$ cat src/rtl/int_exec_pkg.sv
package int_exec_pkg;

   typedef enum logic [2:0] {
      FAM_BAD  = 3'd0,
      FAM_ALUR = 3'd1,
      FAM_ALUI = 3'd2,
      FAM_CMPR = 3'd3,
      FAM_CMPI = 3'd4
   } fam_e;

   localparam logic [3:0] PRI_ALUR = 4'b0000;
   localparam logic [3:0] PRI_ALUI = 4'b1000;
   localparam logic [3:0] PRI_CMPR = 4'b0010;
   localparam logic [3:0] PRI_CMPI = 4'b1010;

   localparam logic [3:0] AOP_ADD  = 4'b0000;
   localparam logic [3:0] AOP_SUB  = 4'b0001;
   localparam logic [3:0] AOP_AND  = 4'b0100;
   localparam logic [3:0] AOP_OR   = 4'b0101;
   localparam logic [3:0] AOP_XOR  = 4'b0110;
   localparam logic [3:0] AOP_HIGH = 4'b1011;
   localparam logic [3:0] AOP_NAND = 4'b1100;
   localparam logic [3:0] AOP_NOR  = 4'b1101;
   localparam logic [3:0] AOP_XNOR = 4'b1110;

   // Compare code layout: bit3 inverts, bit2 selects zero test,
   // bits 1:0 pick the base relation (00 none, 01 eq, 10 lt, 11 lte).
   localparam int CC_INV_BIT  = 3;
   localparam int CC_ZERO_BIT = 2;

   localparam int PAD_W = 8;

endpackage

$ cat src/rtl/exu_field_decode.sv
module exu_field_decode
   import int_exec_pkg::*;
#(
   parameter int DATA_W = 32,
   parameter int IMM_W  = 16,
   parameter int OPC_W  = 4,
   parameter int RIDX_W = 4,
   localparam int INSN_W = OPC_W + 3 * RIDX_W + IMM_W
) (
   input  logic [INSN_W-1:0] insn,
   output fam_e              fam,
   output logic [RIDX_W-1:0] sec_code,
   output logic              pad_nz,
   output logic [IMM_W-1:0]  imm_raw,
   output logic [DATA_W-1:0] imm_ext
);

   localparam int SRCB_LO = IMM_W;
   localparam int EXT_W   = DATA_W - IMM_W;

   logic [OPC_W-1:0]  prim;
   logic [RIDX_W-1:0] srcb_field;
   logic              unused_fields;

   assign prim       = insn[INSN_W-1 -: OPC_W];
   assign srcb_field = insn[SRCB_LO +: RIDX_W];
   assign imm_raw    = insn[IMM_W-1:0];
   assign imm_ext    = {{EXT_W{imm_raw[IMM_W-1]}}, imm_raw};
   assign pad_nz     = |imm_raw[RIDX_W +: PAD_W];
   assign unused_fields = ^insn[INSN_W-OPC_W-1 -: 2*RIDX_W];

   always_comb begin
      unique case (prim)
         PRI_ALUR: fam = FAM_ALUR;
         PRI_ALUI: fam = FAM_ALUI;
         PRI_CMPR: fam = FAM_CMPR;
         PRI_CMPI: fam = FAM_CMPI;
         default:  fam = FAM_BAD;
      endcase
   end

   generate
      if (RIDX_W == 4) begin : g_sec_direct
         always_comb begin
            if (fam == FAM_ALUI || fam == FAM_CMPI) sec_code = srcb_field;
            else                                    sec_code = imm_raw[RIDX_W-1:0];
         end
      end else begin : g_sec_bad
         assign sec_code = '0;
      end
   endgenerate

endmodule

$ cat src/rtl/exu_alu.sv
module exu_alu
   import int_exec_pkg::*;
#(
   parameter int DATA_W     = 32,
   parameter int IMM_W      = 16,
   parameter bit SHARED_ADD = 1'b1
) (
   input  logic [3:0]        code,
   input  logic [DATA_W-1:0] a,
   input  logic [DATA_W-1:0] b,
   input  logic [IMM_W-1:0]  imm_raw,
   input  logic              allow_high,
   output logic [DATA_W-1:0] res,
   output logic              ok
);

   localparam int LOW_W = DATA_W - IMM_W;

   logic [DATA_W-1:0] sum;
   logic [DATA_W-1:0] diff;

   generate
      if (SHARED_ADD) begin : g_one_adder
         logic              do_sub;
         logic [DATA_W-1:0] b_eff;
         logic [DATA_W-1:0] addout;
         assign do_sub = (code == AOP_SUB);
         assign b_eff  = do_sub ? ~b : b;
         assign addout = a + b_eff + {{(DATA_W-1){1'b0}}, do_sub};
         assign sum    = addout;
         assign diff   = addout;
      end else begin : g_two_adders
         assign sum  = a + b;
         assign diff = a - b;
      end
   endgenerate

   always_comb begin
      ok  = 1'b1;
      res = '0;
      case (code)
         AOP_ADD:  res = sum;
         AOP_SUB:  res = diff;
         AOP_AND:  res = a & b;
         AOP_OR:   res = a | b;
         AOP_XOR:  res = a ^ b;
         AOP_NAND: res = ~(a & b);
         AOP_NOR:  res = ~(a | b);
         AOP_XNOR: res = ~(a ^ b);
         AOP_HIGH: begin
            ok  = allow_high;
            res = allow_high ? {imm_raw, {LOW_W{1'b0}}} : '0;
         end
         default:  ok = 1'b0;
      endcase
   end

   always_comb begin
      if (code == AOP_ADD) begin
         assert_add_inverse_R4: assert (res - b == a)
            else $error("ADD result does not invert by subtraction");
      end
      if (code == AOP_SUB) begin
         assert_sub_inverse_R4: assert (res + b == a)
            else $error("SUB result does not invert by addition");
      end
      if (code == AOP_HIGH && ok) begin
         assert_high_low_clear_R5: assert (res[LOW_W-1:0] == '0)
            else $error("move-high left low bits set");
      end
   end

endmodule

$ cat src/rtl/exu_compare.sv
module exu_compare
   import int_exec_pkg::*;
#(
   parameter int DATA_W  = 32,
   parameter bit VIA_SUB = 1'b1
) (
   input  logic [3:0]        cond,
   input  logic [DATA_W-1:0] a,
   input  logic [DATA_W-1:0] b,
   output logic              hit,
   output logic              ok
);

   logic [DATA_W-1:0] rhs;
   logic              eq;
   logic              lt;
   logic              base;

   assign rhs = cond[CC_ZERO_BIT] ? '0 : b;
   assign eq  = (a == rhs);

   generate
      if (VIA_SUB) begin : g_lt_sub
         logic [DATA_W:0] wide_diff;
         assign wide_diff = {a[DATA_W-1], a} - {rhs[DATA_W-1], rhs};
         assign lt        = wide_diff[DATA_W];
      end else begin : g_lt_native
         assign lt = ($signed(a) < $signed(rhs));
      end
   endgenerate

   always_comb begin
      case (cond[1:0])
         2'b00:   base = 1'b0;
         2'b01:   base = eq;
         2'b10:   base = lt;
         default: base = eq | lt;
      endcase
   end

   assign ok  = !(cond[CC_ZERO_BIT] && !cond[0]);
   assign hit = base ^ cond[CC_INV_BIT];

   always_comb begin
      assert_eq_lt_exclusive_R7: assert (!(eq && lt))
         else $error("operands reported both equal and less");
   end

endmodule

$ cat src/rtl/int_exec_unit.sv
module int_exec_unit
   import int_exec_pkg::*;
#(
   parameter int DATA_W     = 32,
   parameter int IMM_W      = 16,
   parameter int OPC_W      = 4,
   parameter int RIDX_W     = 4,
   parameter bit SHARED_ADD = 1'b1,
   parameter bit CMP_BY_SUB = 1'b1,
   localparam int INSN_W    = OPC_W + 3 * RIDX_W + IMM_W
) (
   input  logic [INSN_W-1:0] insn,
   input  logic [DATA_W-1:0] opnd_a,
   input  logic [DATA_W-1:0] opnd_b,
   output logic [DATA_W-1:0] result,
   output logic              illegal
);

   initial begin
      if (OPC_W != 4 || RIDX_W != 4)
         $fatal(1, "opcode and register-index fields must be 4 bits");
      if (IMM_W < RIDX_W + PAD_W)
         $fatal(1, "immediate too narrow for code plus padding");
      if (DATA_W <= IMM_W)
         $fatal(1, "data path must be wider than the immediate");
   end

   fam_e              fam;
   logic [RIDX_W-1:0] sec_code;
   logic              pad_nz;
   logic [IMM_W-1:0]  imm_raw;
   logic [DATA_W-1:0] imm_ext;
   logic [DATA_W-1:0] opnd2;
   logic [DATA_W-1:0] alu_res;
   logic              alu_ok;
   logic              cmp_hit;
   logic              cmp_ok;
   logic              is_imm;
   logic              is_reg;
   logic              is_alu;
   logic              is_cmp;

   exu_field_decode #(
      .DATA_W (DATA_W),
      .IMM_W  (IMM_W),
      .OPC_W  (OPC_W),
      .RIDX_W (RIDX_W)
   ) u_decode (
      .insn     (insn),
      .fam      (fam),
      .sec_code (sec_code),
      .pad_nz   (pad_nz),
      .imm_raw  (imm_raw),
      .imm_ext  (imm_ext)
   );

   assign is_imm = (fam == FAM_ALUI) || (fam == FAM_CMPI);
   assign is_reg = (fam == FAM_ALUR) || (fam == FAM_CMPR);
   assign is_alu = (fam == FAM_ALUR) || (fam == FAM_ALUI);
   assign is_cmp = (fam == FAM_CMPR) || (fam == FAM_CMPI);
   assign opnd2  = is_imm ? imm_ext : opnd_b;

   exu_alu #(
      .DATA_W     (DATA_W),
      .IMM_W      (IMM_W),
      .SHARED_ADD (SHARED_ADD)
   ) u_alu (
      .code       (sec_code),
      .a          (opnd_a),
      .b          (opnd2),
      .imm_raw    (imm_raw),
      .allow_high (fam == FAM_ALUI),
      .res        (alu_res),
      .ok         (alu_ok)
   );

   exu_compare #(
      .DATA_W  (DATA_W),
      .VIA_SUB (CMP_BY_SUB)
   ) u_cmp (
      .cond (sec_code),
      .a    (opnd_a),
      .b    (opnd2),
      .hit  (cmp_hit),
      .ok   (cmp_ok)
   );

   always_comb begin
      illegal = (fam == FAM_BAD)
              | (is_reg & pad_nz)
              | (is_alu & ~alu_ok)
              | (is_cmp & ~cmp_ok);
      if (illegal)     result = '0;
      else if (is_cmp) result = {{(DATA_W-1){1'b0}}, cmp_hit};
      else             result = alu_res;
   end

   always_comb begin
      if (illegal) begin
         assert_illegal_zero_R9: assert (result == '0)
            else $error("illegal word produced non-zero result");
      end
      if (is_cmp && !illegal) begin
         assert_cmp_boolean_R6: assert (result[DATA_W-1:1] == '0)
            else $error("compare produced more than one bit");
      end
      if (is_reg && pad_nz) begin
         assert_pad_flagged_R2: assert (illegal)
            else $error("register word with padding bits not flagged");
      end
      if (fam == FAM_BAD) begin
         assert_primary_flagged_R1: assert (illegal)
            else $error("unknown primary opcode not flagged");
      end
   end

endmodule

$ cat config.mk
export PLATFORM = sky130hd
export DESIGN_NAME = int_exec_unit
export DESIGN_NICKNAME = d
export VERILOG_FILES = /design/src/rtl/int_exec_pkg.sv /design/src/rtl/exu_field_decode.sv /design/src/rtl/exu_alu.sv /design/src/rtl/exu_compare.sv /design/src/rtl/int_exec_unit.sv
export SDC_FILE = /design/constraint.sdc
export NUM_CORES = 1
export LEC_CHECK = 0
export BUFFER_PORTS_ARGS = -buffer_cell sky130_fd_sc_hd__buf_2
export CAP_MARGIN = 20
export CORE_MARGIN = 1.5
export CORE_UTILIZATION = 40
export DETAILED_ROUTE_END_ITERATION = 10
export GPL_ROUTABILITY_DRIVEN = 0
export PLACE_DENSITY = 0.73
export SYNTH_ARGS = -nofsm -noshare
export SYNTH_HDL_FRONTEND = slang
export SYNTH_SLANG_ARGS = --single-unit
export TNS_END_PERCENT = 1
$ cat constraint.sdc
create_clock -name vclk -period 4.8
set_input_delay 0.48 -clock vclk [all_inputs]
set_output_delay 0.48 -clock vclk [all_outputs]
set_load 0.05 [all_outputs]
==> results of run 1 <==
## layout by cell type, fill, tap and decap left out, drive strengths merged, types with 3 or more instances in the layout
master,n
a211oi,17
a21o,40
a21oi,74
a221oi,4
a222oi,18
a22oi,8
a31oi,8
and3,6
and4,4
buf,279
clkbuf,3
ha,133
inv,73
mux2,20
mux2i,16
nand2,80
nand3,11
nand4,18
nor2,70
nor3,18
nor4,7
o211ai,13
o21a,15
o21ai,35
o21bai,5
o22ai,3
o31ai,5
or3,9
or4b,3
xnor2,93
xor2,6
## timing repair
action / in CTS / in global routing
endpoints found under the setup margin: 15 / 19
pin swaps: 3 / 3
gates resized for setup: 7 / 35
buffers inserted: 1 / 0
## cells in the mapped netlist, types with 7 or more instances
cell type / n / area [µm²]
sky130_fd_sc_hd__o21ai_0: 35 / 175
sky130_fd_sc_hd__or3_1: 9 / 56.3
sky130_fd_sc_hd__clkbuf_1: 27 / 101
sky130_fd_sc_hd__a31oi_1: 8 / 50.1
sky130_fd_sc_hd__a211oi_1: 17 / 128
sky130_fd_sc_hd__o21a_1: 15 / 113
sky130_fd_sc_hd__a22oi_1: 8 / 60.1
sky130_fd_sc_hd__nand2_1: 80 / 300
sky130_fd_sc_hd__nor3_1: 17 / 85.1
sky130_fd_sc_hd__mux2_2: 20 / 225
sky130_fd_sc_hd__nand3_1: 11 / 55.1
sky130_fd_sc_hd__nor4_1: 7 / 43.8
sky130_fd_sc_hd__a21o_1: 40 / 300
sky130_fd_sc_hd__o211ai_1: 12 / 90.1
sky130_fd_sc_hd__ha_1: 133 / 1660
sky130_fd_sc_hd__buf_2: 7 / 35.0
sky130_fd_sc_hd__mux2i_1: 15 / 150
sky130_fd_sc_hd__a21oi_1: 73 / 365
sky130_fd_sc_hd__inv_1: 73 / 274
sky130_fd_sc_hd__buf_1: 8 / 30.0
sky130_fd_sc_hd__nor2_1: 70 / 263
sky130_fd_sc_hd__xnor2_1: 93 / 815
sky130_fd_sc_hd__a222oi_1: 18 / 180
sky130_fd_sc_hd__nand4_1: 18 / 113
## where the power goes
group          total (mW)  internal (mW)  switching, mW
Combinational        1.14          0.527          0.612
Clock                   0              0              0
Sequential              0              0              0
Total                1.14          0.527          0.612
## how the worst min path moves through the flow
stage,depth (start not counted),to,slack (ns)
2_1_floorplan,2,illegal,1.29
3_3_place_gp,4,illegal,1.57
3_5_place_dp,4,illegal,1.56
4_1_cts,4,illegal,1.57
5_1_grt,6,result[0],1.59
6_report,6,result[0],1.57
## metrics by stage
| step | instances | power [mW] |
|---|---|---|
| after floorplan | 892 | 0.681 |
| after global placement | 1340 | 1.07 |
| after detailed placement | 1340 | 1.10 |
| after CTS | 1341 | 1.11 |
| after global routing | 1341 | 1.25 |
| final | 1341 | 1.14 |
## cells by family (layout without fill, tap and decap cells)
logic type | after synthesis | count (layout) | share of synthesized area, %
and+or+nand+nor | 242 | 242 | 18.2
buffers and inverters | 117 | 355 | 7.28
xor gates and xnor gates | 99 | 99 | 13.6
AOI/OAI and AO/OA | 264 | 264 | 28.4
muxes | 36 | 36 | 6.12
adders and majority gates | 134 | 134 | 26.5
## area by class of cell
type | count | area share, %
repair buffers | 282 | 22.1
well taps | 211 | 3.13
inverters | 73 | 3.25
multi-input cells | 775 | 71.5
## metal layers
| metal | GRT usage [%] | vias to the layer above | wire, µm |
|---|---|---|---|
| met1 | 36.3 | 3589 | 9730 |
| met5 | 0 | - | 0 |
| met4 | 15.1 | 0 | 1260 |
| li1 | - | 3726 | - |
| met2 | 48.6 | 408 | 11000 |
| met3 | 2.81 | 88 | 2240 |
==> out/results.md, run 1 <==
| Quantity | This run |
|---|---|
| Result of the run | finished, final reports clean |
| Ratio of cells with drive above 1 in the final layout | 30.0% |
| FILL cells | 1,491 |
| Final design utilization | 54.8% |
| I/O pin total | 129 |
| Final sum of negative setup slack | 0 ns |
| Min-Delay Path Class | in -> out |
| Kind of end point of the critical path | output port |
| Slew at the pin closest to its max-slew limit | 1.03 ns |
| Final cell area excluding filler cells | 0.00843 mm² |
| Startpoint of the lowest-slack hold path | opnd_a[0] |
| Number of gates on the worst path with buffers counted | 18 |
| Remaining number of nets flagged by the antenna check after routing | 0 |
| Final hold viol count | 0 |
| Data arrival, critical path | 4.30 ns |
| Sum of routed wire length over all layers | 24,200 µm |
| Worst Setup Slack post-DPL | -0.224 ns |
| Most repeated library cell on the critical path | sky130_fd_sc_hd__buf_2 |
| Power density over the cells | 135 mW/mm² |
| Maximum clock frequency | 209 MHz |
| Total number of sequential cells | 0 |
| Count of warnings emitted by yosys | 0 |
| Aggregate global-route resource usage | 28.8% |
| Critical path cell sequence | buf_2, or3b_4, mux2i_2, nand2b_4, nor2_4, buf_12, xnor2_1, ha_1, a21o_1, a211o_1, a21oi_1, o31ai_1, nor4b_1, buf_4, o31a_1, nor4_1, or3_1, buf_2 |
| Post-cts hold buffer count | 0 |
| Standby leakage power | 4.20 nW |
| Routed vias | 7,811 |
| Crit path time final | 4.78 ns |
| Maximum vdd drop | 0.0436 mV |
| Delay contributed by the slowest stage of the critical path | 0.46 ns |
| Die Span Y | 129 µm |
| Final period util | 99.6% |
| Detailed placement HPWL | 19,800 µm |
| Maxcap violations | 0 |
| First-pass GRT wire length | 38,400 µm |
| Critical Path Start Type | input pin |
| Placeable Area | 0.0154 mm² |
| Number of nets in the finished design | 1,362 |
| Via count of the first global-routing pass | 7,779 |
| Cells after Synth | 892 |
| Data required time at the worst endpoint | 4.32 ns |
| Worst Path Buf+Inv | 4 |
| Number of unique standard cell types used by synthesis | 66 |
| Sequential share of the synthesized area | 0% |
| Placed Area | 0.00832 mm² |
| Maximum number of pins on one net before global-route repair | 26 |
| Critical path origin | insn[30] |
| Remaining Overflow, GRT | 0 |
| Effective utilization at floorplan | 41.4% |
| Slew Viols, Final | 0 |
| ANT cells | 0 |
| Delay-heaviest family, CP | simple AND/OR/NAND/NOR gates |
| Total area of sequential cells | 0 µm² |
| Worst Hold Margin | 1.57 ns |
| WL/cell | 18.0 µm |
| Chip Width | 129 µm |
| Worst setup path category | in -> out |
| Critical-path top delay cell | sky130_fd_sc_hd__or3b_4 |
| Floorplan die area | 0.0167 mm² |
| Layout overhead on the synthesized area | 32.4% |
| Vias/cell | 5.82 |
| Number of violations reported at the end of detailed-routing iteration 0 | 723 |
| Number of clock buffer instances in the layout | 0 |
| DRC Markers | 0 |
| Largest driver fanout on the critical path | 9 |
| Destination of the critical timing path | result[21] |
| Standard-cell rows | 45 |
| Setup Viol. Count Final | 0 |
| Port-buffer cells | 121 |
| Multi-input combinational cell area | 0.00602 mm² |
| Slew headroom | 31.4% |
| Synthesized Nets | 1,122 |
| Detailed Routing Iterations Pass 1 | 5 |
| Final WS setup | 0.0209 ns |
| Initial antenna violation count | 1 |
| Post-Syn Area | 0.00636 mm² |
| Unrepaired setup endpoints after global routing | true |
| Average cell area after synthesis | 7.13 µm² |
Power figures use the tool's default switching activity.
==> run 2, diff against run 1 <==
--- a/config.mk
+++ b/config.mk
@@ -11,7 +11,9 @@
 export CORE_UTILIZATION = 40
 export DETAILED_ROUTE_END_ITERATION = 10
 export GPL_ROUTABILITY_DRIVEN = 0
+export GPL_TIMING_DRIVEN = 0
 export PLACE_DENSITY = 0.73
+export SLEW_MARGIN = 20
 export SYNTH_ARGS = -nofsm -noshare
 export SYNTH_HDL_FRONTEND = slang
 export SYNTH_SLANG_ARGS = --single-unit
==> run 2 against run 1 <==
  * The flow now finishes with violations (negative setup slack)
  * Worst hold slack got worse by 0.11 ns
  * Critical endpoint is now result[2]
  * Flip-flop and latch count unchanged
  * Non-clock buffer count decreased by 80
==> out/results.md, run 2 (synthesized netlist as in run 1, its figures left out) <==
| Quantity | This run |
|---|---|
| Placed Area | 0.00725 mm² |
| I/O pin total | 129 |
| Critical Path Start Type | input pin |
| Kind of end point of the critical path | output port |
| Number of clock buffer instances in the layout | 0 |
| Final sum of negative setup slack | -0.899 ns |
| Crit path time final | 4.97 ns |
| Standard-cell rows | 45 |
| Maxcap violations | 0 |
| Number of violations reported at the end of detailed-routing iteration 0 | 1,015 |
| Port-buffer cells | 121 |
| Internal | 460 µW |
| Remaining Overflow, GRT | 0 |
| Switching power | 648 µW |
| Slew at the pin closest to its max-slew limit | 1.17 ns |
| Ratio of cells with drive above 1 in the final layout | 24.9% |
| Final WS setup | -0.170 ns |
| Vias/cell | 6.26 |
| Maximum number of pins on one net before global-route repair | 11 |
| Switching Fraction | 58.5% |
| Worst Hold Margin | 1.46 ns |
| FILL cells | 1,490 |
| Number of nets in the finished design | 1,282 |
| Largest driver fanout on the critical path | 10 |
| First-pass GRT wire length | 39,100 µm |
| Slew Viols, Final | 0 |
| Fraction of power consumed by combinational cells | 100.0% |
| Placeable Area | 0.0154 mm² |
| Startpoint of the lowest-slack hold path | insn[30] |
| Detailed Routing Iterations Pass 1 | 9 |
| Most common cell after layout, fill and taps aside | sky130_fd_sc_hd__ha_1 |
| Result of the run | complete, but fails checks |
| Final hold viol count | 0 |
| Initial antenna violation count | 1 |
| Final period util | 104% |
| Worst Setup Slack post-DPL | -1.49 ns |
| Hold Crit Endpoint | result[0] |
| Final cell area excluding filler cells | 0.00810 mm² |
| DRC Markers | 0 |
| Data required time at the worst endpoint | 4.32 ns |
| Maximum vdd drop | 0.0461 mV |
| Layout overhead on the synthesized area | 27.3% |
| Data arrival, critical path | 4.49 ns |
| Detailed placement HPWL | 20,200 µm |
| Setup Viol. Count Final | 15 |
| Failing checks | negative setup slack |
| Routed vias | 7,891 |
| Number of cells on the worst hold path | 5 |
| Maximum clock frequency | 201 MHz |
| Final design utilization | 52.7% |
| Worst setup path category | in -> out |
| Standby leakage power | 3.83 nW |
| Die Span Y | 129 µm |
| Chip Width | 129 µm |
| Design Power | 1.11 mW |
| Sequential share of power | 0% |
| Unrepaired setup endpoints after global routing | true |
| Effective utilization at floorplan | 41.4% |
| ANT cells | 0 |
| Cell count after placement | 1,224 |
| Floorplan die area | 0.0167 mm² |
| Sum of routed wire length over all layers | 27,000 µm |
| Via count of the first global-routing pass | 7,392 |
| Power density over the cells | 137 mW/mm² |
| Remaining number of nets flagged by the antenna check after routing | 0 |
| Aggregate global-route resource usage | 30.3% |
| Min-Delay Path Class | in -> out |
| Leading cell types in the layout, fill and taps excluded | sky130_fd_sc_hd__ha_1, sky130_fd_sc_hd__buf_2, sky130_fd_sc_hd__xnor2_1, sky130_fd_sc_hd__nand2_1, sky130_fd_sc_hd__inv_1 |
| Total number of sequential cells | 0 |
| Filler-free cell count of the finished design | 1,261 |
| WL/cell | 21.4 µm |
| Slew headroom | 19.6% |
| Share of total power in the clock network | 0% |
| Total area of sequential cells | 0 µm² |
[run 2: changes by cell type in the layout (fill, tap and decap cells not counted), sizes merged]
| cell | change |
|---|---|
| buf | -100 |
| clkbuf | +20 |
[run 2: layer usage]
layer / global-route usage [%] / routed length [µm] / vias to the layer above
met3: 6.44 / 3260 / 179
met2: 48.0 / 11400 / 581
met4: 19.2 / 2190 / 2
li1: - / - / 3587
met1: 37.4 / 10100 / 3542
met5: 0 / 16 / -
[run 2: worst max-delay path by stage]
stage | from | end | cells after the start
6_report | insn[28] | result[2] | 12
5_1_grt | insn[28] | result[21] | 20
4_1_cts | insn[30] | result[21] | 19
3_5_place_dp | insn[30] | result[28] | 20
3_3_place_gp | insn[30] | result[28] | 19
2_1_floorplan | insn[30] | result[28] | 18
[run 2: layout make-up]
type                       instances  area (µm²)  share of cell area (%)
buffer                            41         282                    3.48
multi-input combinational        775        6250                    77.2
timing repair buffer             161        1030                    12.7
tap                              211         264                    3.26
inverter                          73         274                    3.38
[run 2: power by group through the flow]
stage	clock network, mW	logic [mW]	registers [mW]
global placement	0	0.924	0
floorplan	0	0.681	0
CTS	0	1.01	0
finish	0	1.11	0
detailed placement	0	0.940	0
global route	0	1.19	0
[run 2: repair_timing]
action / 4_1_cts / 5_1_grt
gates resized for setup: 94 / 45
setup buffers: 23 / 17
endpoints found under the setup margin: 30 / 23
hold buffers: 0 / 0
gates cloned: 1 / 0
pin swaps: 29 / 31
[run 2: critical path, stage by stage]
cell and delay [ns]:
sky130_fd_sc_hd__buf_8 0.10, sky130_fd_sc_hd__or3b_1 0.38, sky130_fd_sc_hd__buf_6 0.16, sky130_fd_sc_hd__buf_6 0.13
sky130_fd_sc_hd__mux2i_1 0.69, sky130_fd_sc_hd__nor3_4 0.18, sky130_fd_sc_hd__o311ai_2 0.53, sky130_fd_sc_hd__a311o_1 0.47
sky130_fd_sc_hd__buf_6 0.23, sky130_fd_sc_hd__clkbuf_1 0.69, sky130_fd_sc_hd__a21oi_1 0.17, sky130_fd_sc_hd__buf_2 0.27
==> run 3, diff against run 2 <==
--- a/config.mk
+++ b/config.mk
@@ -6,7 +6,6 @@
 export NUM_CORES = 1
 export LEC_CHECK = 0
 export BUFFER_PORTS_ARGS = -buffer_cell sky130_fd_sc_hd__buf_2
-export CAP_MARGIN = 20
 export CORE_MARGIN = 1.5
 export CORE_UTILIZATION = 40
 export DETAILED_ROUTE_END_ITERATION = 10
==> constraint.sdc (replaced) <==
create_clock -name vclk -period 4.8
set_input_delay 0.96 -clock vclk [all_inputs]
set_output_delay 0.96 -clock vclk [all_outputs]
set_load 0.05 [all_outputs]
==> run 3 against run 2 <==
  * The run still ends with negative setup slack left
  * Combinational power is 8% higher
  * Worst setup slack worse by 0.80 ns
  * Largest cell class unchanged
  * Critical path type unchanged
  * Sequential share of layout area stayed put
  * Cell area is 8.0% higher
  * Routed wire length is 3.3% higher
  * Utilization is 4.2 points higher
==> out/results.md, run 3 (synthesized netlist as in run 1, its figures left out) <==
| Quantity | This run |
|---|---|
| Routed vias | 8,079 |
| FILL cells | 1,393 |
| Remaining number of nets flagged by the antenna check after routing | 0 |
| Number of violations reported at the end of detailed-routing iteration 0 | 1,034 |
| Final cell area excluding filler cells | 0.00875 mm² |
| Ratio of cells with drive above 1 in the final layout | 30.5% |
| Final hold viol count | 0 |
| Post-cts hold buffer count | 0 |
| Die Span Y | 129 µm |
| Multi-input combinational cell area | 0.00656 mm² |
| Standby leakage power | 4.01 nW |
| Sum of routed wire length over all layers | 27,900 µm |
| Worst setup path category | in -> out |
| Standard-cell rows | 45 |
| Failing checks | negative setup slack |
| Placeable Area | 0.0154 mm² |
| Delay-heaviest family, CP | simple AND/OR/NAND/NOR gates |
| Detailed placement HPWL | 20,000 µm |
| Total area of sequential cells | 0 µm² |
| Min-Delay Path Class | in -> out |
| Layout overhead on the synthesized area | 37.5% |
| Met1 Usage GRT | 39.8% |
| WL/cell | 21.8 µm |
| Crit path time final | 5.77 ns |
| Via count of the first global-routing pass | 7,739 |
| I/O pin total | 129 |
| GRT Max-Usage Layer | met2 |
| Startpoint of the lowest-slack hold path | insn[29] |
| Delay contributed by the slowest stage of the critical path | 0.40 ns |
| Maximum vdd drop | 0.0511 mV |
| Number of nets in the finished design | 1,301 |
| Total number of sequential cells | 0 |
| Vias/cell | 6.31 |
| Met2 routing resource usage after global routing | 50.4% |
| Floorplan die area | 0.0167 mm² |
| Largest driver fanout on the critical path | 6 |
| Kind of end point of the critical path | output port |
| Leading cell types in the layout, fill and taps excluded | sky130_fd_sc_hd__ha_1, sky130_fd_sc_hd__buf_2, sky130_fd_sc_hd__xnor2_1, sky130_fd_sc_hd__nand2_1, sky130_fd_sc_hd__inv_1 |
| Setup Viol. Count Final | 32 |
| Port-buffer cells | 121 |
| Data required time at the worst endpoint | 3.84 ns |
| First-pass GRT wire length | 41,000 µm |
| ANT cells | 0 |
| Placed Area | 0.00743 mm² |
| Hold Crit Endpoint | illegal |
| Worst Setup Slack post-DPL | -2.29 ns |
| Number of cells on the worst hold path | 3 |
| Worst Hold Margin | 2.49 ns |
| Effective utilization at floorplan | 41.4% |
| Detailed Routing Iterations Pass 1 | 6 |
| Number of clock buffer instances in the layout | 0 |
| DRC Markers | 0 |
| Worst Path Buf+Inv | 6 |
| Initial antenna violation count | 0 |
| Maximum clock frequency | 173 MHz |
| Slew Viols, Final | 0 |
| Critical-path top delay cell | sky130_fd_sc_hd__or3_4 |
| Result of the run | complete, but fails checks |
| Data arrival, critical path | 4.81 ns |
| Slew at the pin closest to its max-slew limit | 1.01 ns |
| Met3 Track Usage GR | 5.86% |
| Chip Width | 129 µm |
| Final sum of negative setup slack | -23.62 ns |
| Final period util | 120% |
| Critical path cell sequence | buf_8, or3b_1, buf_6, mux2i_4, nand2b_4, nor2_4, buf_12, buf_8, xnor2_4, ha_2, a21o_1, a211o_1, a21oi_2, o31ai_4, nor4b_2, buf_4, o31a_1, nor4_2, or3_4, buf_8 |
| Most repeated library cell on the critical path | sky130_fd_sc_hd__buf_8 |
| Critical Path Start Type | input pin |
| Power density over the cells | 138 mW/mm² |
| Most common cell after layout, fill and taps aside | sky130_fd_sc_hd__ha_1 |
| Maximum number of pins on one net before global-route repair | 11 |
| Remaining Overflow, GRT | 0 |
| Unrepaired setup endpoints after global routing | true |
| Final WS setup | -0.974 ns |
| Aggregate global-route resource usage | 31.7% |
| Slew headroom | 32.4% |
| Maxcap violations | 0 |
[run 3: per-stage QoR]
step	utilization [%]	cells	total power [mW]
2_1_floorplan	-	892	0.704
3_3_place_gp	48.3	1224	0.950
3_5_place_dp	48.3	1224	0.962
4_1_cts	54.3	1264	1.08
5_1_grt	56.9	1280	1.29
6_report	56.9	1280	1.20
[run 3: metal layers]
metal,wire length (µm),part of all wire [%]
met5,0,0
met1,10600,38
met2,11800,42
met3,3130,11
met4,2270,8.2
[run 3: where the power goes]
group	total [mW]	switching [mW]	internal, mW
clock network	0	0	0
logic	1.20	0.691	0.514
registers	0	0	0
total	1.20	0.691	0.514
[run 3: final cells by class]
type               instances  share of cell area [%]
well taps                211                    3.02
multi-input cells        775                    75.0
repair buffers           180                    14.9
plain buffers             41                    3.96
inverters                 73                    3.13
[run 3: worst min-delay path, stage by stage]
cell,delay [ns]
sky130_fd_sc_hd__buf_2,0.14
sky130_fd_sc_hd__o311ai_4,0.18
sky130_fd_sc_hd__buf_2,0.25
[run 3: repair_timing]
item | 4_1_cts | 5_1_grt
gates resized for setup | 153 | 70
endpoints found under the hold margin | 0 | 0
pin swaps | 56 | 66
gates cloned | 1 | 0
endpoints found under the setup margin | 32 | 32
buffers inserted | 42 | 17
[run 3: worst max-delay path by stage]
stage	startpoint	end	slack, ns	depth (start not counted)
floorplan	insn[30]	result[29]	-0.80	17
global placement	insn[30]	result[0]	-2.28	17
detailed placement	insn[30]	result[0]	-2.29	17
CTS	insn[28]	result[28]	-0.91	19
global route	insn[30]	result[21]	-1.07	20
finish	insn[30]	result[21]	-0.97	20
